--- config.mk ---
export PLATFORM = sky130hd
export DESIGN_NAME = vbranch_link_unit
export DESIGN_NICKNAME = d
export VERILOG_FILES = /design/src/rtl/bcl_pkg.sv /design/src/rtl/bcl_cond_eval.sv /design/src/rtl/bcl_link_ctl.sv /design/src/rtl/bcl_seq.sv /design/src/rtl/vbranch_link_unit.sv
export SDC_FILE = /design/constraint.sdc
export NUM_CORES = 1
export LEC_CHECK = 0
export BUFFER_PORTS_ARGS = -buffer_cell sky130_fd_sc_hd__buf_2
export CAP_MARGIN = 10
export CORE_AREA = 4 4 181 201
export CTS_CLUSTER_DIAMETER = 50
export DETAILED_ROUTE_END_ITERATION = 8
export DIE_AREA = 0 0 185 205
export PLACE_DENSITY = 0.75
export SKIP_LAST_GASP = 1
export SLEW_MARGIN = 20
export SYNTH_ARGS = -nofsm -noshare
export SYNTH_HDL_FRONTEND = slang
export SYNTH_SLANG_ARGS = --single-unit
export TNS_END_PERCENT = 50
--- constraint.sdc ---
create_clock -name clk -period 6 [get_ports clk]
set_input_delay 0.3 -clock clk [delete_from_list [all_inputs] [get_ports clk]]
set_output_delay 0.3 -clock clk [all_outputs]
set_load 0.05 [all_outputs]
--- src/rtl/bcl_pkg.sv ---
package bcl_pkg;
  localparam int BO_W = 5;
  typedef logic [BO_W-1:0] bo_t;

  // Branch option bit k is stored MSB-first: BO[k] lives in bit (4-k).
  function automatic logic bo_at(bo_t b, int k);
    return b[BO_W-1-k];
  endfunction
endpackage

--- src/rtl/bcl_cond_eval.sv ---
module bcl_cond_eval
  import bcl_pkg::*;
#(
  parameter int XLEN = 64
) (
  input  logic [XLEN-1:0] ctr_cur,
  input  bo_t             bo,
  input  logic            cr_bit,
  input  logic            mode64,
  output logic [XLEN-1:0] ctr_next,
  output logic            ctr_ok,
  output logic            cond_ok
);
  localparam int HALF = (XLEN > 32) ? 32 : XLEN;

  logic nz;

  always_comb begin
    ctr_next = bo_at(bo, 2) ? ctr_cur : (ctr_cur - XLEN'(1));
  end

  generate
    if (XLEN > 32) begin : g_wide
      always_comb begin
        if (mode64) nz = |ctr_next;
        else        nz = |ctr_next[HALF-1:0];
      end
    end else begin : g_narrow
      always_comb nz = |ctr_next;
    end
  endgenerate

  always_comb begin
    ctr_ok  = bo_at(bo, 2) | (nz ^ bo_at(bo, 3));
    cond_ok = bo_at(bo, 0) | (cr_bit == bo_at(bo, 1));
  end
endmodule

--- src/rtl/bcl_link_ctl.sv ---
module bcl_link_ctl #(
  parameter int XLEN = 64
) (
  input  logic            ctr_ok,
  input  logic            cond_ok,
  input  logic            lk,
  input  logic            lru,
  input  logic [XLEN-1:0] lr_cur,
  input  logic [XLEN-1:0] cia,
  output logic            take,
  output logic            lr_we,
  output logic [XLEN-1:0] lr_wdata,
  output logic [XLEN-1:0] nia_tgt
);
  always_comb begin
    take     = ctr_ok & cond_ok;
    lr_we    = lk ^ (take & lru);
    lr_wdata = cia + XLEN'(4);
    nia_tgt  = {lr_cur[XLEN-1:2], 2'b00};
  end
endmodule

--- src/rtl/bcl_seq.sv ---
module bcl_seq #(
  parameter int MAX_VL = 16,
  localparam int VLW  = $clog2(MAX_VL + 1),
  localparam int IDXW = (MAX_VL > 1) ? $clog2(MAX_VL) : 1
) (
  input  logic            clk,
  input  logic            rst,
  input  logic            accept,
  input  logic [VLW-1:0]  vl,
  input  logic            stop,
  output logic            busy,
  output logic            done,
  output logic            step,
  output logic [IDXW-1:0] idx
);
  logic [VLW-1:0] vl_q;
  logic           last;

  always_comb begin
    last = (VLW'(idx) + VLW'(1)) == vl_q;
    step = busy;
  end

  always_ff @(posedge clk) begin
    if (rst) begin
      busy <= 1'b0;
      done <= 1'b0;
      idx  <= '0;
      vl_q <= '0;
    end else if (accept) begin
      vl_q <= vl;
      idx  <= '0;
      busy <= (vl != '0);
      done <= (vl == '0);
    end else if (busy) begin
      idx <= idx + IDXW'(1);
      if (stop || last) begin
        busy <= 1'b0;
        done <= 1'b1;
      end
    end
  end
endmodule

--- src/rtl/vbranch_link_unit.sv ---
module vbranch_link_unit
  import bcl_pkg::*;
#(
  parameter int MAX_VL = 16,
  parameter int XLEN   = 64,
  localparam int VLW  = $clog2(MAX_VL + 1),
  localparam int IDXW = (MAX_VL > 1) ? $clog2(MAX_VL) : 1
) (
  input  logic              clk,
  input  logic              rst,
  input  logic              start_i,
  input  logic [VLW-1:0]    vl_i,
  input  logic [4:0]        bo_i,
  input  logic [MAX_VL-1:0] cr_i,
  input  logic [XLEN-1:0]   ctr_i,
  input  logic [XLEN-1:0]   lr_i,
  input  logic [XLEN-1:0]   cia_i,
  input  logic              lk_i,
  input  logic              lru_i,
  input  logic              mode64_i,
  output logic              busy_o,
  output logic              done_o,
  output logic              taken_o,
  output logic [XLEN-1:0]   nia_o,
  output logic [XLEN-1:0]   ctr_o,
  output logic [XLEN-1:0]   lr_o
);
  // Captured operands
  bo_t               bo_q;
  logic [MAX_VL-1:0] cr_q;
  logic [XLEN-1:0]   ctr_q, lr_q, cia_q, nia_q;
  logic              lk_q, lru_q, m64_q, taken_q;

  logic              accept, step;
  logic [IDXW-1:0]   idx;
  logic [VLW-1:0]    vl_c;

  // Per-element results
  logic [XLEN-1:0]   ctr_nx, lr_wdata, nia_tgt;
  logic              ctr_ok, cond_ok, take, lr_we;

  always_comb begin
    accept = start_i & ~busy_o;
    vl_c   = (vl_i > VLW'(MAX_VL)) ? VLW'(MAX_VL) : vl_i;
  end

  bcl_seq #(.MAX_VL(MAX_VL)) u_seq (
    .clk    (clk),
    .rst    (rst),
    .accept (accept),
    .vl     (vl_c),
    .stop   (take),
    .busy   (busy_o),
    .done   (done_o),
    .step   (step),
    .idx    (idx)
  );

  bcl_cond_eval #(.XLEN(XLEN)) u_eval (
    .ctr_cur  (ctr_q),
    .bo       (bo_q),
    .cr_bit   (cr_q[idx]),
    .mode64   (m64_q),
    .ctr_next (ctr_nx),
    .ctr_ok   (ctr_ok),
    .cond_ok  (cond_ok)
  );

  bcl_link_ctl #(.XLEN(XLEN)) u_link (
    .ctr_ok   (ctr_ok),
    .cond_ok  (cond_ok),
    .lk       (lk_q),
    .lru      (lru_q),
    .lr_cur   (lr_q),
    .cia      (cia_q),
    .take     (take),
    .lr_we    (lr_we),
    .lr_wdata (lr_wdata),
    .nia_tgt  (nia_tgt)
  );

  always_ff @(posedge clk) begin
    if (rst) begin
      bo_q    <= '0;
      cr_q    <= '0;
      ctr_q   <= '0;
      lr_q    <= '0;
      cia_q   <= '0;
      nia_q   <= '0;
      lk_q    <= 1'b0;
      lru_q   <= 1'b0;
      m64_q   <= 1'b0;
      taken_q <= 1'b0;
    end else if (accept) begin
      bo_q    <= bo_i;
      cr_q    <= cr_i;
      ctr_q   <= ctr_i;
      lr_q    <= lr_i;
      cia_q   <= cia_i;
      nia_q   <= cia_i + XLEN'(4);
      lk_q    <= lk_i;
      lru_q   <= lru_i;
      m64_q   <= mode64_i;
      taken_q <= 1'b0;
    end else if (step) begin
      ctr_q <= ctr_nx;
      if (lr_we) lr_q <= lr_wdata;
      if (take) begin
        nia_q   <= nia_tgt;
        taken_q <= 1'b1;
      end
    end
  end

  always_comb begin
    taken_o = taken_q;
    nia_o   = nia_q;
    ctr_o   = ctr_q;
    lr_o    = lr_q;
  end
endmodule

Yosys cells after proc, flatten, opt, wreduce, memory -nomap -nowiden
Cells that the tools add are included.
{"block": "totals", "ff_bits": 292, "in_bits": 224, "output_inout_bits": 195, "wordCells": 64}
{"block": "classes", "add_sub_neg": 5, "order_cmp": 2, "eq_ne": 2, "n_mux": 19, "bitwise_logic": 8, "n_reduce_logical": 14}
{"operator": "2-to-1 mux 64 bit", "n": 9}
{"operator": "adder 64 x 3 -> 64 bit, second input constant", "n": 2}
{"operator": "OR reduction 64 bit", "n": 1}
{"operator": "subtractor 64 x 1 -> 64 bit, second input constant", "n": 1}
{"operator": "OR reduction 32 bit", "n": 1}
{"operator": "2-to-1 mux 1 bit", "n": 8}
{"operator": "AND reduction 2 bit", "n": 4}
{"operator": "nonzero test 2 bit", "n": 4}
{"operator": "adder 4 x 1 -> 5 bit, second input constant", "n": 1}
{"operator": "== test 5 bit", "n": 1}
{"operator": "> comparator 5 bit, second input constant", "n": 1}
{"operator": "logical NOT 5 bit", "n": 1}
{"operator": "< comparator 4 x 5 -> 1 bit, second input constant", "n": 1}
{"operator": "2-to-1 mux 5 bit", "n": 1}
{"operator": "nonzero test 5 bit", "n": 1}
{"operator": "adder 4 x 1 -> 4 bit, second input constant", "n": 1}
{"operator": "binary-select mux 1 bit (select 4 bit)", "n": 1}
{"operator": "bitwise AND 1 bit", "n": 3}
{"operator": "bitwise OR 1 bit", "n": 2}
{"operator": "OR reduction 2 bit", "n": 1}
{"operator": "XOR 1 bit", "n": 2}
{"operator": "== test 1 bit", "n": 1}
{"operator": "logical OR 1 bit", "n": 1}
{"operator": "inverter 1 bit", "n": 1}

Depth between registers and ports, before layout
{"block": "depth", "ltp_word": 12, "mapped_depth": 17, "ltp_nobuf": 13}

Hierarchy
Synthesis repeated with hierarchy kept, for this count alone.
{"block": "hier_totals", "cells_unflattened": 2258, "area_unflattened_um2": 17169.0}
{"module": "vbranch_link_unit", "n_inst": 1, "cells_each": 1636, "area_per_inst_um2": 12902.4, "seq_area_each_um2": 5625.4}
{"module": "bcl_link_ctl", "n_inst": 1, "cells_each": 284, "area_per_inst_um2": 1896.8, "seq_area_each_um2": 0.0}
{"module": "bcl_cond_eval", "n_inst": 1, "cells_each": 280, "area_per_inst_um2": 1821.7, "seq_area_each_um2": 0.0}
{"module": "bcl_seq", "n_inst": 1, "cells_each": 58, "area_per_inst_um2": 548.0, "seq_area_each_um2": 220.2}

Worst setup path after synthesis
OpenSTA, ideal clock, no wires.
{"block": "synth_timing", "path_kind": "register to register", "from": "register ctr_q[0], in the netlist ctr_o[0]", "to": "register lr_q[0], in the netlist lr_o[0]", "arrival_ps": 4705, "slack_ps": 1173, "stages_incl_launch_ff": 18, "n_path_buf": 6, "path_cell_list": "dfxtp_1 -> or4_1 -> buf_2 -> or3_1 -> clkbuf_1 -> nor3_1 -> buf_2 -> a31oi_1 -> nor3_1 -> nand4_1 -> nor4_2 -> mux2_2 -> or3_1 -> buf_2 -> and2_4 -> buf_6 -> buf_2 -> o311a_1"}
{"block": "synth_between", "elab_chain_cells": 11}
{"item": "start, declared", "line": "vbranch_link_unit.sv:31", "text": "logic [XLEN-1:0] ctr_q, lr_q, cia_q, nia_q;"}
{"item": "start signal, assigned", "line": "vbranch_link_unit.sv:97", "text": "ctr_q <= ctr_i;"}
{"item": "start signal, assigned", "line": "vbranch_link_unit.sv:106", "text": "ctr_q <= ctr_nx;"}
{"item": "subtractor 64 x 1 -> 64 bit", "line": "bcl_cond_eval.sv:19", "text": "ctr_next = bo_at(bo, 2) ? ctr_cur : (ctr_cur - XLEN'(1));"}
{"item": "2-to-1 mux 64 bit *", "line": "bcl_cond_eval.sv:19"}
{"item": "OR reduction 64 bit or OR reduction 32 bit (tied branches)", "line": "bcl_cond_eval.sv:25, bcl_cond_eval.sv:26"}
{"item": "2-to-1 mux 1 bit *", "line": "bcl_cond_eval.sv:25", "text": "if (mode64) nz = |ctr_next;"}
{"item": "XOR 1 bit *", "line": "bcl_cond_eval.sv:34", "text": "ctr_ok = bo_at(bo, 2) | (nz ^ bo_at(bo, 3));"}
{"item": "bitwise OR 1 bit *", "line": "bcl_cond_eval.sv:34"}
{"item": "bitwise AND 1 bit *", "line": "bcl_link_ctl.sv:16", "text": "take = ctr_ok & cond_ok;"}
{"item": "bitwise AND 1 bit *", "line": "bcl_link_ctl.sv:17", "text": "lr_we = lk ^ (take & lru);"}
{"item": "XOR 1 bit *", "line": "bcl_link_ctl.sv:17"}
{"item": "nonzero test 2 bit (no source line) *"}
{"item": "AND reduction 2 bit (no source line) *"}
{"item": "end signal, assigned", "line": "vbranch_link_unit.sv:98", "text": "lr_q <= lr_i;"}
{"item": "end signal, assigned", "line": "vbranch_link_unit.sv:107", "text": "if (lr_we) lr_q <= lr_wdata;"}
{"item": "end, declared", "line": "vbranch_link_unit.sv:31"}
Mark *: on every way between the ends. The rest lies on a longest branch, timed or not.
A chain may end at the register's enable or synchronous reset.

Worst setup path in the final report
{"block": "layout_timing", "from": "register ctr_q[0], in the netlist ctr_o[0]", "to": "register lr_q[10], in the netlist lr_o[10]"}
The elaborated chain is that of the path after synthesis.

==> out/qor.txt <==
CLOCK NETWORK
-------------------------------------------------------------------------------------------
CTS clk-pin slew, worst paths                                                       0.06 ns
Post-CTS Hold Fix Bufs                                                                   17
Clock tree from TritonCTS                                                             built
Setup Fix Bufs, Post-CTS                                                                  0
Clk buf depth                                                                             3
Total of cells resized after clock tree synthesis                                         0
Clock Sink Count                                                                        291
Clock latency on the worst-skew pair                                                0.53 ns
Clock buffers created by TritonCTS                                                       38
Cell chosen for the clock root                                                 sky130_fd_sc_hd__clkbuf_16
Maximum level of the CTS H-tree                                                           2

FINISH
-------------------------------------------------------------------------------------------
Final non-filler cell total                                                            2929
Number of filler cells placed in the layout                                            3048
Synthesis-to-finish area growth                                                       22.5%
FF+latch area                                                                      5830 µm²
Fin nets                                                                               2689
Fraction of final layout cells sized beyond drive strength 1                          24.0%
Area taken by multi-input logic gates                                             10400 µm²

SETUP PATH
-------------------------------------------------------------------------------------------
Worst Path Required                                                                 6.41 ns
CP Data Arrival Time                                                                5.65 ns
Type of origin of the critical path                                                    flop
Top fanout value on the critical path                                                    56
Element type at the critical path end                                                  flop
Setup CP Type                                                                  flop to flop

STA
-------------------------------------------------------------------------------------------
Hold Fails Final Rpt                                                                      0
Post-Route Setup TNS                                                                   0 ns
Count of pins over their slew limit                                                       0
Slew of the pin with the lowest slew margin                                         1.13 ns
RSZ-0062 raised after global routing                                                  false
Post-route clock skew                                                             0.0143 ns
Share of the clock period used by the worst path                                      87.4%
Endpoints failing setup                                                                   0
Final worst hold slack                                                            0.0175 ns
Max Freq                                                                            191 MHz
Final critical-path required period                                                 5.24 ns
Slew headroom                                                                         24.8%

SYNTH
-------------------------------------------------------------------------------------------
Post-synthesis cell area                                                          16900 µm²
Share of Yosys cell area claimed by the top area cell type                            34.4%
Number of enable-type register cells in the synthesized netlist                           0
Synthesized netlist net count                                                          2359
Syn Area/Cell                                                                      7.95 µm²
Leading register cell type out of synthesis                                    sky130_fd_sc_hd__dfxtp_1
Most instantiated library cell after synthesis                                 sky130_fd_sc_hd__nand2_1
Synthesized instance count                                                             2131
Leading cell types by total area after synthesis                               sky130_fd_sc_hd__dfxtp_1 (34%), sky130_fd_sc_hd__nand2_1 (7.1%), sky130_fd_sc_hd__mux2i_1 (5.7%)
Top cell types by occurrence after synthesis                                   sky130_fd_sc_hd__nand2_1 (322), sky130_fd_sc_hd__dfxtp_1 (291), sky130_fd_sc_hd__nor2_1 (176)
Post-synthesis sequential area ratio                                                  34.4%
Count of state elements after synthesis                                                 291
Distinct cells, synth                                                                    68
Yosys warning total                                                                       0
Proportion of register bits with asynchronous set or reset after synthesis               0%
Top cell type by total area after synthesis                                    sky130_fd_sc_hd__dfxtp_1

JOB
-------------------------------------------------------------------------------------------
Number of max-capacitance violations reported                                             0

GRT
-------------------------------------------------------------------------------------------
Pin count of the biggest net entering global routing                                     96
Global-route wire length before repair                                              92.3 mm
Overall global routing resource usage                                                 29.7%
Via count of the first global-routing pass                                            17300
Initial antenna violation count                                                           3
GR Overflow Total                                                                         0

DRT
-------------------------------------------------------------------------------------------
Number of design-rule violations left by the first detailed-router iteration           1596
Via density per instance                                                               6.12
DR pass1 iterations                                                                       6
Total via count in the routed design                                                  17900
Number of nets still failing antenna checks after routing                                 0
Number of remaining DRC errors                                                            0
Wire per inst                                                                       20.2 µm
Wirelength, routed                                                                  59.2 mm

DIE
-------------------------------------------------------------------------------------------
Chip Width                                                                           185 µm
Starting density of the core                                                          49.7%
Core footprint                                                                    34100 µm²
DIE AREA                                                                          37900 µm²
Die span in y                                                                        205 µm
Number of top-level design ports                                                        419
Row cnt                                                                                  71

PLACE
-------------------------------------------------------------------------------------------
Detailed Place HPWL                                                                 40.9 mm
Number of buffers inserted by port buffering                                            417
Placed instance count                                                                  2842
Final weighted congestion in routability-driven placement                              1.02

PWR
-------------------------------------------------------------------------------------------
Maximum VDD drop                                                                   0.243 mV
Final Total Pwr                                                                     6.28 mW
Leakage                                                                             8.64 nW
PwrDens                                                                          302 nW/µm²

WORST HOLD PATH
-------------------------------------------------------------------------------------------
Class of the tightest hold or removal check                                    input port to flop

STATUS
-------------------------------------------------------------------------------------------
Run status                                                                     finished clean

## path summary, 6_finish.rpt
kind / start / to / slack [ns] / cells past startpoint
min: bo_i[1] / bo_q[1] / 0.02 / 3
max reg2reg: ctr_o[0] / lr_o[10] / 0.76 / 14
min reg2reg: cia_q[1] / cia_q[1] / 0.45 / 2
max: ctr_o[0] / lr_o[10] / 0.76 / 14
## power breakdown
part / internal, mW / total [mW] / switching (mW)
clock: 1.55 / 2.48 / 0.925
combinational: 0.481 / 1.51 / 1.03
sequential: 2.09 / 2.29 / 0.197
total: 4.12 / 6.28 / 2.16
## per-stage QoR
| stage | cell area (µm²) | worst slack [ns] | util [%] |
|---|---|---|---|
| final | 20800 | 0.756 | 60.8 |
| after global routing | 20700 | 0.448 | 60.8 |
| after CTS | 20700 | 0.729 | 60.8 |
| after detailed placement | 19200 | 0.781 | 56.3 |
| after global placement | 19200 | 0.942 | 56.2 |
| after floorplan | 16900 | 1.17 | - |
## per-layer routing
metal	track usage (%)	up-vias	wire length, µm
met5	0	-	34
met1	36.8	8360	23100
met4	13.3	4	2600
met2	50.3	988	28300
met3	5.36	176	5150
li1	-	8386	-
## cells by family (layout without fill, tap and decap cells)
| logic type | after synthesis | after routing | synth area share (%) |
|---|---|---|---|
| xor+xnor | 167 | 167 | 8.63 |
| compound gates | 412 | 412 | 16.2 |
| simple gates | 910 | 910 | 26.0 |
| buf+inv | 191 | 548 | 4.56 |
| flops | 291 | 291 | 34.4 |
| mux | 156 | 156 | 9.99 |
| fa+ha+maj | 4 | 4 | 0.295 |
| other cells | 0 | 3 | 0 |
## critical path, stage by stage (launching register included)
cell and delay (ns):
sky130_fd_sc_hd__dfxtp_1 0.36, sky130_fd_sc_hd__inv_1 0.08, sky130_fd_sc_hd__ha_1 0.20, sky130_fd_sc_hd__nor4b_2 0.23, sky130_fd_sc_hd__buf_4 0.22, sky130_fd_sc_hd__nand3_1 0.36, sky130_fd_sc_hd__or3_1 0.63, sky130_fd_sc_hd__nor4_1 0.38
sky130_fd_sc_hd__xnor2_1 0.19, sky130_fd_sc_hd__nand4_1 0.15, sky130_fd_sc_hd__nor4_2 0.51, sky130_fd_sc_hd__mux2_2 0.43, sky130_fd_sc_hd__or3_2 0.49, sky130_fd_sc_hd__and2_4 0.39, sky130_fd_sc_hd__o311ai_0 0.44
## placed cells by master, fill, tap and decap left out, drive strengths merged, types with 7 or more instances in the layout
| cell type | count |
|---|---|
| nor2 | 176 |
| nand4 | 94 |
| dfxtp | 291 |
| or2 | 8 |
| or4 | 9 |
| nand2 | 322 |
| buf | 446 |
| a21oi | 164 |
| nand3b | 10 |
| o21ai | 18 |
| a211oi | 114 |
| inv | 22 |
| dlygate4sd3 | 17 |
| clkbuf | 49 |
| and2 | 7 |
| nand3 | 67 |
| nor4 | 41 |
| a31oi | 12 |
| xnor2 | 100 |
| o311ai | 45 |
| clkinv | 7 |
| nor2b | 34 |
| mux2 | 54 |
| nand2b | 13 |
| mux2i | 97 |
| or3 | 23 |
| and3 | 25 |
| nor3 | 55 |
| and4 | 10 |
| xor2 | 67 |
## flip-flops by register name, summed over array words and instances, names as in the netlist
name	flops
cia_q	64
ctr_o	64
lr_o	64
nia_o	64
cr_q	16
u_seq.vl_q	5
bo_q	4
u_seq.idx	4
lk_q	1
lru_q	1
m64_q	1
taken_o	1
u_seq.busy	1
u_seq.done	1
## cell type report
type                    instances  area share (%)
clock inverters                19            1.38
repair buffers                464            12.2
multi-input cells            1649            50.1
diodes                          3          0.0362
well taps                     438            2.64
inverters                      17           0.307
flip-flops and latches        291            28.1
clock buffers                  48            5.21
No activity file was read; power rests on OpenSTA's default activity.
